### src/rtl/akm_pkg.sv
package akm_pkg;
  localparam int unsigned CHW = 8;
  localparam int unsigned MOD_ROW = 5;
  localparam int unsigned SHIFT_COL = 11;
  localparam int unsigned CTRL_COL = 2;
  localparam int unsigned NAV_ROW = 0;
  localparam logic [CHW-1:0] ESC_CH = 8'h1B;

  typedef enum logic [1:0] {SEQ_IDLE, SEQ_OPEN, SEQ_CSI} seq_t;

  typedef struct packed {
    logic       hit;
    logic [2:0] row;
    logic [3:0] col;
  } keypos_t;

  typedef struct packed {
    logic           hit;
    logic [CHW-1:0] base;
  } shifted_t;

  function automatic keypos_t kp(input int r, input int c);
    kp.hit = 1'b1;
    kp.row = 3'(r);
    kp.col = 4'(c);
  endfunction

  function automatic keypos_t key_lookup(input logic [CHW-1:0] ch);
    keypos_t k = '0;
    case (ch)
      " ":   k = kp(0, 0);   8'h0D: k = kp(0, 6);  8'h0A: k = kp(0, 6);
      "]":   k = kp(0, 1);   "\\":  k = kp(0, 2);  "/":   k = kp(0, 3);
      "l":   k = kp(0, 7);   "[":   k = kp(0, 9);  "'":   k = kp(0, 10);
      ";":   k = kp(0, 11);  ".":   k = kp(0, 14); "o":   k = kp(0, 15);
      "v":   k = kp(1, 4);   "c":   k = kp(1, 5);  "x":   k = kp(1, 6);
      "z":   k = kp(1, 7);   "=":   k = kp(1, 9);  "-":   k = kp(1, 10);
      "f":   k = kp(1, 12);  "d":   k = kp(1, 13); "s":   k = kp(1, 14);
      "a":   k = kp(1, 15);
      "8":   k = kp(2, 0);   "7":   k = kp(2, 1);  "6":   k = kp(2, 2);
      "5":   k = kp(2, 3);   "r":   k = kp(2, 4);  "e":   k = kp(2, 5);
      "w":   k = kp(2, 6);   "q":   k = kp(2, 7);  ",":   k = kp(2, 8);
      "m":   k = kp(2, 9);   "n":   k = kp(2, 10); "b":   k = kp(2, 11);
      "0":   k = kp(2, 14);  "9":   k = kp(2, 15);
      "k":   k = kp(3, 0);   "j":   k = kp(3, 1);  "h":   k = kp(3, 2);
      "g":   k = kp(3, 3);   "4":   k = kp(3, 4);  "3":   k = kp(3, 5);
      "2":   k = kp(3, 6);   "1":   k = kp(3, 7);  "i":   k = kp(3, 8);
      "u":   k = kp(3, 9);   "y":   k = kp(3, 10); "t":   k = kp(3, 11);
      8'h08: k = kp(4, 4);   "p":   k = kp(4, 5);
      default: k = '0;
    endcase
    return k;
  endfunction

  function automatic shifted_t shift_lookup(input logic [CHW-1:0] ch);
    shifted_t s;
    s.hit = 1'b1;
    case (ch)
      "!": s.base = "1";  "@": s.base = "2";  "#": s.base = "3";
      "$": s.base = "4";  "%": s.base = "5";  "^": s.base = "6";
      "&": s.base = "7";  "*": s.base = "8";  "(": s.base = "9";
      ")": s.base = "0";  "+": s.base = "=";  "_": s.base = "-";
      "<": s.base = ",";  ">": s.base = ".";  "{": s.base = "[";
      "}": s.base = "]";  ":": s.base = ";";  "\"": s.base = "'";
      "|": s.base = "\\"; "?": s.base = "/";
      default: begin s.hit = 1'b0; s.base = '0; end
    endcase
    return s;
  endfunction
endpackage

### src/rtl/akm_decode.sv
module akm_decode
  import akm_pkg::*;
#(
  parameter int unsigned CH_W = 8
) (
  input  logic [CH_W-1:0] ch,
  output logic            key_hit,
  output logic [2:0]      key_row,
  output logic [3:0]      key_col,
  output logic            mod_hit,
  output logic [3:0]      mod_col,
  output logic            hold_set,
  output logic            requeue,
  output logic [CH_W-1:0] requeue_ch
);
  keypos_t  kpos;
  shifted_t sh;
  logic is_upper, is_ctrl;

  always_comb begin
    kpos     = key_lookup(CHW'(ch));
    sh       = shift_lookup(CHW'(ch));
    is_upper = (ch >= CH_W'("A")) && (ch <= CH_W'("Z"));
    is_ctrl  = (ch >= CH_W'(1)) && (ch <= CH_W'(26));
    key_hit    = kpos.hit;
    key_row    = kpos.row;
    key_col    = kpos.col;
    mod_hit    = 1'b0;
    mod_col    = 4'(SHIFT_COL);
    hold_set   = 1'b0;
    requeue    = 1'b0;
    requeue_ch = '0;
    if (!kpos.hit) begin
      if (sh.hit) begin
        mod_hit    = 1'b1;
        requeue    = 1'b1;
        requeue_ch = CH_W'(sh.base);
      end else if (is_upper) begin
        mod_hit    = 1'b1;
        hold_set   = 1'b1;
        requeue    = 1'b1;
        requeue_ch = ch + CH_W'(32);
      end else if (is_ctrl) begin
        mod_hit    = 1'b1;
        mod_col    = 4'(CTRL_COL);
        hold_set   = 1'b1;
        requeue    = 1'b1;
        requeue_ch = ch + CH_W'(96);
      end
    end
  end
endmodule

### src/rtl/akm_escseq.sv
module akm_escseq
  import akm_pkg::*;
#(
  parameter int unsigned CH_W = 8
) (
  input  logic            clk,
  input  logic            rst_n,
  input  logic            adv,
  input  logic [CH_W-1:0] ch,
  output logic            busy,
  output logic            ends_idle,
  output logic            arrow_hit,
  output logic [3:0]      arrow_col
);
  seq_t st_q, st_d;

  always_comb begin
    st_d      = st_q;
    arrow_hit = 1'b0;
    arrow_col = '0;
    unique case (st_q)
      SEQ_IDLE: if (ch == CH_W'(ESC_CH)) st_d = SEQ_OPEN;
      SEQ_OPEN: st_d = (ch == CH_W'("[")) ? SEQ_CSI : SEQ_IDLE;
      default: begin
        st_d      = SEQ_IDLE;
        arrow_hit = 1'b1;
        case (ch)
          CH_W'("A"): arrow_col = 4'd12;
          CH_W'("B"): arrow_col = 4'd13;
          CH_W'("C"): arrow_col = 4'd5;
          CH_W'("D"): arrow_col = 4'd4;
          default:    arrow_hit = 1'b0;
        endcase
      end
    endcase
  end

  assign busy      = (st_q != SEQ_IDLE);
  assign ends_idle = (st_d == SEQ_IDLE);

  always_ff @(posedge clk) begin
    if (!rst_n)   st_q <= SEQ_IDLE;
    else if (adv) st_q <= st_d;
  end
endmodule

### src/rtl/akm_slot.sv
module akm_slot #(
  parameter int unsigned CH_W = 8
) (
  input  logic            clk,
  input  logic            rst_n,
  input  logic            load,
  input  logic [CH_W-1:0] load_ch,
  input  logic            drain,
  output logic            full,
  output logic [CH_W-1:0] ch
);
  always_ff @(posedge clk) begin
    if (!rst_n) begin
      full <= 1'b0;
      ch   <= '0;
    end else if (load) begin
      full <= 1'b1;
      ch   <= load_ch;
    end else if (drain) begin
      full <= 1'b0;
    end
  end
endmodule

### src/rtl/ascii_keymatrix.sv
module ascii_keymatrix
  import akm_pkg::*;
#(
  parameter int unsigned ROWS  = 6,
  parameter int unsigned ROW_W = 16,
  parameter int unsigned CH_W  = 8
) (
  input  logic                  clk,
  input  logic                  rst_n,
  input  logic                  scan_tick,
  input  logic                  in_valid,
  output logic                  in_ready,
  input  logic [CH_W-1:0]       in_data,
  output logic [ROWS*ROW_W-1:0] mat_o,
  output logic                  key_event_o
);
  localparam int unsigned MAT_W = ROWS * ROW_W;

  logic [ROW_W-1:0] mat_q [ROWS];
  logic [ROW_W-1:0] mat_d [ROWS];
  logic             hold_q, hold_d;
  logic             slot_full;
  logic [CH_W-1:0]  slot_ch, cur_ch, rq_ch;
  logic             take, any_set;
  logic             key_hit, mod_hit, hold_set, rq;
  logic [2:0]       key_row;
  logic [3:0]       key_col, mod_col, arrow_col;
  logic             esc_busy, esc_ends_idle, arrow_hit;

  assign in_ready = scan_tick && !slot_full;
  assign take     = scan_tick && (slot_full || in_valid);
  assign cur_ch   = slot_full ? slot_ch : in_data;
  assign any_set  = |mat_o;

  akm_decode #(.CH_W(CH_W)) dec_i (
    .ch(cur_ch), .key_hit(key_hit), .key_row(key_row), .key_col(key_col),
    .mod_hit(mod_hit), .mod_col(mod_col), .hold_set(hold_set),
    .requeue(rq), .requeue_ch(rq_ch)
  );

  akm_escseq #(.CH_W(CH_W)) esc_i (
    .clk(clk), .rst_n(rst_n), .adv(take), .ch(cur_ch), .busy(esc_busy),
    .ends_idle(esc_ends_idle), .arrow_hit(arrow_hit), .arrow_col(arrow_col)
  );

  akm_slot #(.CH_W(CH_W)) slot_i (
    .clk(clk), .rst_n(rst_n), .load(take && !esc_busy && rq),
    .load_ch(rq_ch), .drain(scan_tick && slot_full),
    .full(slot_full), .ch(slot_ch)
  );

  always_comb begin
    for (int r = 0; r < ROWS; r++) mat_d[r] = hold_q ? mat_q[r] : '0;
    hold_d = 1'b0;
    if (take) begin
      if (esc_busy) begin
        if (arrow_hit) mat_d[NAV_ROW] = ROW_W'(1) << arrow_col;
      end else if (key_hit) begin
        mat_d[key_row] = ROW_W'(1) << key_col;
      end else if (mod_hit) begin
        mat_d[MOD_ROW] = ROW_W'(1) << mod_col;
        hold_d = hold_set;
      end
    end
  end

  always_ff @(posedge clk) begin
    if (!rst_n) begin
      for (int r = 0; r < ROWS; r++) mat_q[r] <= '0;
      hold_q      <= 1'b0;
      key_event_o <= 1'b0;
    end else begin
      key_event_o <= scan_tick && (any_set || (take && esc_ends_idle));
      if (scan_tick) begin
        for (int r = 0; r < ROWS; r++) mat_q[r] <= mat_d[r];
        hold_q <= hold_d;
      end
    end
  end

  for (genvar g = 0; g < ROWS; g++) begin : g_pack
    assign mat_o[g*ROW_W +: ROW_W] = mat_q[g];
  end

  logic unused_ok;
  assign unused_ok = ^{MAT_W[0]};
endmodule

### config.mk
export PLATFORM = sky130hd
export DESIGN_NAME = ascii_keymatrix
export DESIGN_NICKNAME = d
export VERILOG_FILES = /design/src/rtl/akm_pkg.sv /design/src/rtl/akm_decode.sv /design/src/rtl/akm_escseq.sv /design/src/rtl/akm_slot.sv /design/src/rtl/ascii_keymatrix.sv
export SDC_FILE = /design/constraint.sdc
export NUM_CORES = 1
export LEC_CHECK = 0
export BUFFER_PORTS_ARGS = -buffer_cell sky130_fd_sc_hd__buf_2
export CAP_MARGIN = 40
export CORE_ASPECT_RATIO = 1.1
export CORE_MARGIN = 10
export CORE_UTILIZATION = 40
export DETAILED_ROUTE_END_ITERATION = 10
export PLACE_DENSITY = 0.63
export SYNTH_ARGS = -nofsm -noshare
export SYNTH_HDL_FRONTEND = slang
export SYNTH_SLANG_ARGS = --single-unit
### constraint.sdc
create_clock -name clk -period 4.4 [get_ports clk]
set_input_delay 0.22 -clock clk [delete_from_list [all_inputs] [get_ports clk]]
set_output_delay 0.22 -clock clk [all_outputs]
set_load 0.01 [all_outputs]
After elaboration in Yosys (flattened, before gate mapping)
Memory sizes are Yosys's and may differ from the RTL's. Index checks and enable logic that the tools add are counted.

Bits in writable memories: 96. Register bits: 13. Logic and storage cells: 130. Output and inout bits: 98. Memories kept: 2. ROM bits: 1024. Input port bits: 12.

Memories: (name not given) (words 128, bits a word 8, rd ports 1, clocked after memory_dff 0, write ports 0, RTL line akm_pkg.sv:30) `case (ch)`; mat_q (words 6, bits a word 16, rd ports 6, clocked after memory_dff 0, write ports 6, RTL line ascii_keymatrix.sv:19) `logic [ROW_W-1:0] mat_q [ROWS];`.

Magnitude comparators: 6. $add $sub $neg: 2. Bitwise gates (word level): 7. Equal/unequal tests: 27. Mux-type cells: 56. Reductions and logical operators: 22. Shifts and indexed selects: 3.

Operator list (number): 16-bit 2-to-1 mux (17); 80-bit 2-to-1 mux (2); 7-bit case mux with 20 select lines (1); 8-bit by 6-bit equality test with 1-bit output, second input constant (14); 96-bit bitwise mux (1); 96-bit 2-to-1 mux (1); 96-bit OR reduction (1); 8-bit by 7-bit equality test with 1-bit output, second input constant (11); 16-bit demux with 3-bit select (1); 8-bit 2-to-1 mux (6); 1-bit by 4-bit left shift with 16-bit output, first input constant (3); 4-bit 2-to-1 mux (5); 20-bit OR reduction (1); 1-bit 2-to-1 mux (18); 4-bit case mux with 4 select lines (1); 1-bit logical AND (10); 8-bit by 6-bit adder with 8-bit output, second input constant (1); 8-bit by 7-bit adder with 8-bit output, second input constant (1); 8-bit by 5-bit equality test with 1-bit output, second input constant (1); 8-bit by 1-bit greater-or-equal comparator with 1-bit output, second input constant (1); 8-bit by 7-bit greater-or-equal comparator with 1-bit output, second input constant (1); 8-bit by 5-bit less-or-equal comparator with 1-bit output, second input constant (1); 8-bit by 7-bit less-or-equal comparator with 1-bit output, second input constant (1); 1-bit bitwise OR (6); other kinds (12) (17).

Longest topological paths before layout
Gate-level depths: netlist of the first run.

Depth after elaboration: 13. Depth in mapped cells: 17. Gate-level depth less buffers: 11.

By module
A second synthesis of the first run with hierarchy kept.

Cell total of the unflattened synthesis: 901. Area, all modules: 8015.2 um2.

Modules (own cells, without submodules): ascii_keymatrix (cells each 587, area each 5825.6 um2, times used 1, sequential area each 2922.8 um2); akm_decode (cells each 261, area each 1642.8 um2, times used 1, sequential area each 0.0 um2); akm_slot (cells each 28, area each 335.3 um2, times used 1, sequential area each 180.2 um2); akm_escseq (cells each 25, area each 211.5 um2, times used 1, sequential area each 40.0 um2).

Least setup slack after synthesis of the first run
No wires, ideal clock.

Path type: reg-to-reg. From: reg slot_i.full. To: mem mat_q[2][10] (data pin). Library setup time: 0.257 ns. Data required time: 4.143 ns. Cell stages (with the launch flop): 17. Arrival: 3.322 ns. Clock period less this slack: 3.579 ns. Slack: 0.821 ns. Path buffers: 6. Cell sequence: dfxtp_1 buf_6 buf_6 buf_6 mux2i_1 ha_1 buf_2 inv_1 o21a_1 a221o_1 a211oi_2 a2bb2oi_4 buf_6 nor4_4 nor2_2 buf_4 o2bb2ai_2.

RTL lines: start, declared (RTL line akm_slot.sv:9) `output logic full,`; start signal, assigned (RTL line akm_slot.sv:14) `full <= 1'b0;`; start signal, assigned (RTL line akm_slot.sv:17) `full <= 1'b1;`; start signal, assigned (RTL line akm_slot.sv:20) `full <= 1'b0;`; end, declared (RTL line ascii_keymatrix.sv:19).

Worst setup path after layout of the first run
From: reg slot_i.full. To: reg slot_i.ch[7].

Cells in the longest elaborated chain, start to end: 8. Elaborated cells on any way between the ends: 45. Classes of those cells: add/sub: 2; order compare: 4; eq/ne: 20; mux: 11; reduce/logical: 7; memory: 1.

Ends and longest elaborated chain: 8-bit 2-to-1 mux (RTL line ascii_keymatrix.sv:32) `assign cur_ch = slot_full ? slot_ch : in_data;`; 8-bit by 1-bit greater-or-equal comparator with 1-bit output or 8-bit by 5-bit less-or-equal comparator with 1-bit output (tied branches) (RTL line akm_decode.sv:24) `is_ctrl = (ch >= CH_W'(1)) && (ch <= CH_W'(26));`; 1-bit logical AND (RTL line akm_decode.sv:24); 1-bit 2-to-1 mux (RTL line akm_decode.sv:43) `end else if (is_ctrl) begin`; 1-bit 2-to-1 mux (RTL line akm_decode.sv:38) `end else if (is_upper) begin`; 1-bit 2-to-1 mux (RTL line akm_decode.sv:34) `if (sh.hit) begin`; 1-bit 2-to-1 mux (RTL line akm_decode.sv:33) `if (!kpos.hit) begin`; 1-bit logical AND (RTL line ascii_keymatrix.sv:47) `.clk(clk), .rst_n(rst_n), .load(take && !esc_busy && rq),`; end signal, assigned (RTL line akm_slot.sv:18) `ch <= load_ch;`; end, declared (RTL line akm_slot.sv:10) `output logic [CH_W-1:0] ch`.

Several ways; a longest one is shown, not always the timed one. A chain may end at the register's enable or synchronous reset.

==> results.md, run 1 <==
* 98 — Yosys cell types
* completed — outcome
* 6313 — vias in the first global route
* 2 — Max clock buf depth
* sky130_fd_sc_hd__edfxtp_1 — Yosys top cell by area
* 10.3 µm² — Syn Area/Cell
* 0% — Synth async-reset ratio
* 0.232 ns — Hold WS
* sky130_fd_sc_hd__edfxtp_1 (96), sky130_fd_sc_hd__nand2_1 (62), sky130_fd_sc_hd__o2bb2ai_1 (38) — synth cell count leaders
* 20.1% — Total GRT Usage
* 9 — total CTS buffers
* 21.5% — Synth Area in Simple Gates
* 0.08 ns — Clock Pin Slew Worst Setup and Hold Paths
* 0 — Final Setup Violations
* 32.4% — GR met2 Demand/Resource
* 0 — final-report max-slew violation count
* met2 — most heavily used metal layer in global routing
* 0 — # Post-CTS Setup Buffers
* 0 — Syn. warnings
* 26.4% — fraction of final layout cells with drive strength greater than 1
* 109 — # port buffers
* 14.3% — synth-to-layout area growth
* 0 — number of antenna violations at the first check in global routing
* 4.67 ns — worst endpoint required time
* sky130_fd_sc_hd__edfxtp_1 — most common cell in the synthesized netlist
* 744 — Syn Nets
* 96 — number of synthesized flops with an enable pin
* 24500 µm² — area of the die
* 163 µm — Die Y
* 0 — total of hold buffers inserted after clock tree synthesis
* 25.6 mm — final wirelength
* 42.1% — portion of the post-synthesis area used by sequential elements
* 43.1% — headroom to the max-slew limit
* 3.25 nW — Leak Pwr
* 0.0122 ns — final worst clock skew
* 0.00254 W — power consumption
* 46.5% — final core area utilization
* 0 — Residual DRC
* 18300 µm² — area of the placeable core
* sky130_fd_sc_hd__edfxtp_1 — commonest register cell after synthesis
* 721 — Mapped Cells
* done — TritonCTS clock tree
* flip-flop — critical path capture point type
* flip-flop to flip-flop — type of the setup path with the least slack
* 0.235% — Post-Synth XOR/XNOR Area
* 67 — maximum number of pins on one net before global-route repair
* 0 ns — total negative slack
* 0 — # diodes
* 150 µm — die outline width
* compound AO/OA/AOI/OAI gates — largest family of logic cells by synthesized area
* flip-flop — sort of element at the start of the critical path
* 298 nW/µm² — power density over the cells
* 844 — net count of the finished layout
* 0.190 mV — Worst VDD drop
* 109 — count of state elements after synthesis
* 109 — Clock Sinks
* 0.846 ns — transition at the pin with the smallest max-transition slack
* 19.2 mm — DPL Wire Length
* 0 — number of maximum-capacitance violations
* 6.33 — via density per instance
* 3.66% — mux share of post-synthesis cell area
* 0.37 ns — clock insertion delay at the later pin of the skew report
* 7460 µm² — Synth Cell Area
* 5 — number of search-and-repair iterations in the first detailed-routing pass
* 4.27 ns — arrival time at the worst endpoint
* 0 — count of final hold-check violations
* 25.9% — met1 usage in global routing
* 905 — First DRT Iteration DRCs
* 4.26% — GR Layer Usage met3
* 0 — ANT nets after route
* 22 — crit-path max FO
* sky130_fd_sc_hd__edfxtp_1 (39%), sky130_fd_sc_hd__o2bb2ai_1 (4.5%), sky130_fd_sc_hd__dfxtp_1 (3.5%), sky130_fd_sc_hd__nand2_1 (3.1%), sky130_fd_sc_hd__a21oi_1 (2.4%) — biggest area contributors in the synthesized netlist
* 4.00 ns — final critical-path required period
* 0 — number of resized instances in the post-cts repair step
* 1.85% — Post-Synth Adder-Cell Area
* 38.3 mm — global-route wire length before repair
* 90.9% — final critical-path share of the clock period
* 25.9% — synthesized-area fraction occupied by ao, oa, aoi and oai cells
* no — unrepaired setup endpoints after global routing
* 0.250 GHz — Max Clock Freq
* 23.9 µm — WL/cell
* 110 — I/O Pins
* sky130_fd_sc_hd__clkbuf_16 — buffer cell driving the clock tree root
* 38.7% — area share of the leading cell type in the synthesized netlist
* 0 — GR Overflow Total
* 1.02 — RD Place Congestion
* input pin to flip-flop — worst hold path type
* 52 — cell row count
* 6762 — DR vias
* 40.6% — effective utilization at floorplan
* 3 — number of H-tree levels
-- power by group --
part	internal (W)	switching, W	leakage, nW
clock network	0.000398	0.000416	0.143
registers	0.00117	0.0000552	1.18
logic	0.000169	0.000332	1.94
-- area by class of cell --
class	count	area (µm²)
inverter	15	56.3
sequential	109	3140
fill	1767	9820
multi-input combinational	552	3970
clock inverter	7	66.3
clock buffer	9	225
tap	243	304
timing repair buffer	134	761
-- logic make-up (layout without fill, tap and decap cells) --
family                   Yosys count  after routing
AO/OA/AOI/OAI                    238            238
adder cells (fa/ha/maj)           11             11
multiplexers                      23             23
XOR/XNOR                           2              2
AND/OR/NAND/NOR                  278            278
buffers and inverters             60            165
flip-flops                       109            109
-- placed cells by master (no fill, tap or decap), types with 7 or more instances in the layout --
master                      count
sky130_fd_sc_hd__o211ai_1      12
sky130_fd_sc_hd__o2bb2ai_2     10
sky130_fd_sc_hd__ha_1          11
sky130_fd_sc_hd__nor2_2         7
sky130_fd_sc_hd__inv_1         13
sky130_fd_sc_hd__nand2b_1      11
sky130_fd_sc_hd__edfxtp_1      96
sky130_fd_sc_hd__buf_4         23
sky130_fd_sc_hd__clkbuf_16      9
sky130_fd_sc_hd__a22o_1        16
sky130_fd_sc_hd__nand2_2        7
sky130_fd_sc_hd__nor3_1        13
sky130_fd_sc_hd__mux2i_1       15
sky130_fd_sc_hd__nand3_1       16
sky130_fd_sc_hd__o2bb2ai_1     38
sky130_fd_sc_hd__and2_1        22
sky130_fd_sc_hd__dfxtp_1       12
sky130_fd_sc_hd__and3_1        16
sky130_fd_sc_hd__nor2_1        35
sky130_fd_sc_hd__buf_2        109
sky130_fd_sc_hd__o21ai_0       24
sky130_fd_sc_hd__a21oi_1       36
sky130_fd_sc_hd__nand2_1       61
sky130_fd_sc_hd__nor2b_1       12
sky130_fd_sc_hd__nor4_1        28
sky130_fd_sc_hd__o22ai_1        8
-- path summary, 6_finish.rpt --
check / startpoint / to / slack [ns] / depth (start not counted)
hold / removal: rst_n / slot_i.ch[7] / 0.23 / 2
setup reg to reg: slot_i.full / slot_i.ch[7] / 0.40 / 12
setup / recovery: slot_i.full / slot_i.ch[7] / 0.40 / 12
hold reg to reg: esc_i.st_q[0] / esc_i.st_q[0] / 0.57 / 2
-- state kept, by name, summed over array words and instances, names as in the netlist --
| name | cells |
|---|---|
| slot_i.ch | 8 |
| esc_i.st_q | 2 |
| mat_q | 96 |
| key_event_o | 1 |
| hold_q | 1 |
| slot_i.full | 1 |
-- worst max-delay path, stage by stage (launching register included) --
cell and delay, ns:
sky130_fd_sc_hd__dfxtp_2 0.65, sky130_fd_sc_hd__mux2i_1 0.51, sky130_fd_sc_hd__inv_2 0.20, sky130_fd_sc_hd__ha_1 0.43
sky130_fd_sc_hd__or2_2 0.39, sky130_fd_sc_hd__nor3_1 0.14, sky130_fd_sc_hd__o2111ai_1 0.18, sky130_fd_sc_hd__a211oi_4 0.35
sky130_fd_sc_hd__nand4_4 0.19, sky130_fd_sc_hd__o211a_1 0.33, sky130_fd_sc_hd__buf_4 0.21, sky130_fd_sc_hd__nor3b_1 0.15
sky130_fd_sc_hd__o21a_1 0.18
-- metrics by stage --
step	instance area (µm²)	cells	setup slack (ns)
finish	8530	1069	0.401
global route	8530	1069	0.159
CTS	8530	1069	0.447
detailed placement	8240	1053	0.469
global placement	8190	1051	0.564
floorplan	7460	721	0.821
-- routing by layer --
metal / vias up / part of all wire (%)
li1: 3054 / -
met1: 3299 / 41
met2: 364 / 47
met3: 45 / 9.1
met4: 0 / 2.9
met5: - / 0
Note: power is estimated with default switching activity, not from simulation.
==> inputs of run 2 (changes only) <==
--- a/config.mk
+++ b/config.mk
@@ -14,4 +14,5 @@
 export PLACE_DENSITY = 0.63
 export SYNTH_ARGS = -nofsm -noshare
 export SYNTH_HDL_FRONTEND = slang
+export SYNTH_HIERARCHICAL = 1
 export SYNTH_SLANG_ARGS = --single-unit
==> run 2 against run 1 <==
Compared with the run above:
- die area grew 6.5%
- wire length is 7.9% higher
- first-iteration DRC count up 24%
- largest power group unchanged
- combinational power is 15% higher
- sequential power barely moved
- clock power rose by 6.4%
- global-route usage grew 0.14 points
- power up 4.6%
- core utilization grew 0.30 points
- via count increased by 16%
==> results.md, run 2 <==
* 40.5% — effective utilization at floorplan
* 901 — Mapped Cells
* 0 — count of final hold-check violations
* 96 — number of synthesized flops with an enable pin
* 54 — cell row count
* 20.2% — Total GRT Usage
* 9 — total CTS buffers
* 8.90 µm² — Syn Area/Cell
* 0 — final-report max-slew violation count
* sky130_fd_sc_hd__buf_2 — leading cell type in the layout, fill and taps excluded
* 0.08 ns — Clock Pin Slew Worst Setup and Hold Paths
* 0 — number of resized instances in the post-cts repair step
* sky130_fd_sc_hd__edfxtp_1 — commonest register cell after synthesis
* sky130_fd_sc_hd__nor2b_1 — master of the slowest instance on the critical path
* 0.25 ns — worst-case register-to-register setup slack
* 43.2 mm — global-route wire length before repair
* 7875 — DR vias
* 3 — number of H-tree levels
* 4.36 ns — arrival time at the worst endpoint
* slot_i/full — worst setup path startpoint
* 11 — length in cells of the worst reg-to-reg path
* 0.36 ns — clock insertion delay at the later pin of the skew report
* 22.0 µm — WL/cell
* 0 — Residual DRC
* 0 — Final Setup Violations
* 924 — Syn Nets
* 109 — count of state elements after synthesis
* 39.2% — portion of the post-synthesis area used by sequential elements
* flip-flop — critical path capture point type
* sky130_fd_sc_hd__edfxtp_1 — Yosys top cell by area
* sky130_fd_sc_hd__nand2_1 (101), sky130_fd_sc_hd__edfxtp_1 (96), sky130_fd_sc_hd__nand3_1 (92) — synth cell count leaders
* 19.8 mm — DPL Wire Length
* 26100 µm² — area of the die
* 94.3% — final critical-path share of the clock period
* slot_i/full — launching point of the worst reg2reg path
* 6 — Syn. warnings
* 1903 — fill count
* flip-flop — sort of element at the start of the critical path
* 0 — number of maximum-capacitance violations
* 2 — instance count along the most critical hold path
* 36.3% — headroom to the max-slew limit
* sky130_fd_sc_hd__buf_2 (110), sky130_fd_sc_hd__nand2_1 (100), sky130_fd_sc_hd__edfxtp_1 (96), sky130_fd_sc_hd__nand3_1 (92), sky130_fd_sc_hd__a21oi_1 (80) — most used cells in the layout excluding fill and tap cells
* 0 — total of hold buffers inserted after clock tree synthesis
* 168 µm — Die Y
* 155 µm — die outline width
* 110 — I/O Pins
* 6.27 — via density per instance
* 8950 µm² — placed inst area
* 79 — Yosys cell types
* 0 — # Post-CTS Setup Buffers
* 109 — Clock Sinks
* sky130_fd_sc_hd__clkbuf_16 — buffer cell driving the clock tree root
* 0.00784 ns — final worst clock skew
* 36.0% — area share of the leading cell type in the synthesized netlist
* 19800 µm² — area of the placeable core
* 0 — number of antenna violations at the first check in global routing
* mat_q[0][80] — reg-to-reg endpoint
* sky130_fd_sc_hd__edfxtp_1 (36%), sky130_fd_sc_hd__mux2i_1 (5.7%), sky130_fd_sc_hd__nand3_1 (5.7%), sky130_fd_sc_hd__a21oi_1 (5.0%), sky130_fd_sc_hd__nand2_1 (4.7%) — biggest area contributors in the synthesized netlist
* 0.241 GHz — Max Clock Freq
* flip-flop to flip-flop — type of the setup path with the least slack
* 4410 µm² — footprint of the multi-input gates
* 109 — # port buffers
* 6 — number of search-and-repair iterations in the first detailed-routing pass
* 4.61 ns — worst endpoint required time
* 0.949 — RD Place Congestion
* mat_q: 96 flops, slot_i/ch: 8 flops, esc_i/st_q: 2 flops — largest registers ranked by flip-flop count
* input pin to flip-flop — worst hold path type
* 1118 — First DRT Iteration DRCs
* 0.953 ns — transition at the pin with the smallest max-transition slack
* 9260 µm² — design area
* 0.77 ns — Crit path largest cell delay
* 15.5% — synth-to-layout area growth
* 0 — GR Overflow Total
* 0% — Synth async-reset ratio
* no — unrepaired setup endpoints after global routing
* sky130_fd_sc_hd__nand2_1 — most common cell in the synthesized netlist
* 27.6 mm — final wirelength
* 0 — # diodes
* mat_q[0][80] — capturing element of the worst setup path
* 22.5% — fraction of final layout cells with drive strength greater than 1
* 0 ns — total negative slack
* mat_q — Largest Register
* 3140 µm² — storage element area
* completed — outcome
* 96 — flip-flop count of the largest register, all copies and words added
* mux2_2, ha_1, mux2_2, o211ai_1, o31a_1, and4_4, a21oi_1, nor2b_1, a22o_1, a22oi_1, a21oi_1 — critical path, cell by cell
* 0 — ANT nets after route
* done — TritonCTS clock tree
* 2 — Max clock buf depth
* 4.15 ns — final critical-path required period
* 1021 — net count of the finished layout
* 3.54 nW — Leak Pwr
* 0.280 mV — Worst VDD drop
* 76 — maximum number of pins on one net before global-route repair
* 287 nW/µm² — power density over the cells
* 14 — crit-path max FO
* 8020 µm² — Synth Cell Area
* 7356 — vias in the first global route
run 2: cell types whose count changed in the layout (fill, tap and decap cells not counted), moves of 11 or more:
| cell | delta |
|---|---|
| sky130_fd_sc_hd__buf_4 | +34 |
| sky130_fd_sc_hd__nand2b_1 | +14 |
| sky130_fd_sc_hd__nand2_1 | +39 |
| sky130_fd_sc_hd__mux2i_1 | +31 |
| sky130_fd_sc_hd__o22ai_1 | +11 |
| sky130_fd_sc_hd__a21oi_1 | +44 |
| sky130_fd_sc_hd__and2_1 | -19 |
| sky130_fd_sc_hd__nand3_1 | +76 |
| sky130_fd_sc_hd__a22oi_1 | +13 |
| sky130_fd_sc_hd__o2bb2ai_1 | -34 |
run 2: through the flow:
| stage | util, % | hold slack (ns) | worst slack, ns | instances | power [W] |
|---|---|---|---|---|---|
| finish | 46.8 | 0.253 | 0.252 | 1255 | 0.00266 |
| global route | 46.8 | 0.270 | 0.0307 | 1255 | 0.00275 |
| CTS | 46.8 | 0.248 | 0.304 | 1255 | 0.00266 |
| detailed placement | 45.2 | 0.516 | 0.336 | 1239 | 0.00180 |
| global placement | 45.0 | 0.508 | 0.378 | 1236 | 0.00180 |
| floorplan | - | 0.338 | 0.253 | 901 | 0.00160 |
run 2: worst max-delay path: cells and delay by family (launching register included):
family / cells / cell delay (ns)
and+or+nand+nor: 2 / 1.06
muxes: 2 / 0.85
DFF: 1 / 0.49
adders and majority gates: 1 / 0.40
AOI/OAI and AO/OA: 6 / 1.18
run 2: metal layers:
| layer | vias to the layer above | GRT usage (%) | routed length (µm) |
|---|---|---|---|
| li1 | 3619 | - | - |
| met4 | 0 | 5.63 | 541 |
| met2 | 414 | 32.1 | 13000 |
| met5 | - | 0 | 0 |
| met1 | 3807 | 27.3 | 11500 |
| met3 | 35 | 3.93 | 2470 |
run 2: where the power goes:
| part | switching (W) | internal (W) | leakage (nW) |
|---|---|---|---|
| Combinational | 0.000371 | 0.000205 | 2.22 |
| Sequential | 0.0000474 | 0.00117 | 1.17 |
| Clock | 0.000412 | 0.000454 | 0.150 |
| Total | 0.000831 | 0.00183 | 3.54 |
run 2: final cells by class:
class / count / share of cell area, %
clock buffer: 10 / 2.47
multi-input combinational: 695 / 47.6
sequential: 109 / 34.0
clock inverter: 6 / 0.878
inverter: 14 / 0.567
tap: 252 / 3.40
timing repair buffer: 169 / 11.1
run 2: worst min path at each step:
stage          slack, ns         start            to
3_3_place_gp        0.51  slot_i/ch[0]  slot_i/ch[0]
3_5_place_dp        0.52  slot_i/ch[0]  slot_i/ch[0]
4_1_cts             0.25         rst_n   slot_i/full
6_report            0.25         rst_n   slot_i/full
2_1_floorplan       0.34         rst_n   slot_i/full
5_1_grt             0.27         rst_n   slot_i/full
run 2: logic make-up after synthesis:
| logic type | share of synthesized area [%] |
|---|---|
| and+or+nand+nor | 25.6 |
| AOI/OAI and AO/OA | 19.8 |
| DFF | 39.2 |
| buffers and inverters | 5.89 |
| muxes | 7.29 |
| adders and majority gates | 1.72 |
| other | 0.140 |
| xor gates and xnor gates | 0.328 |
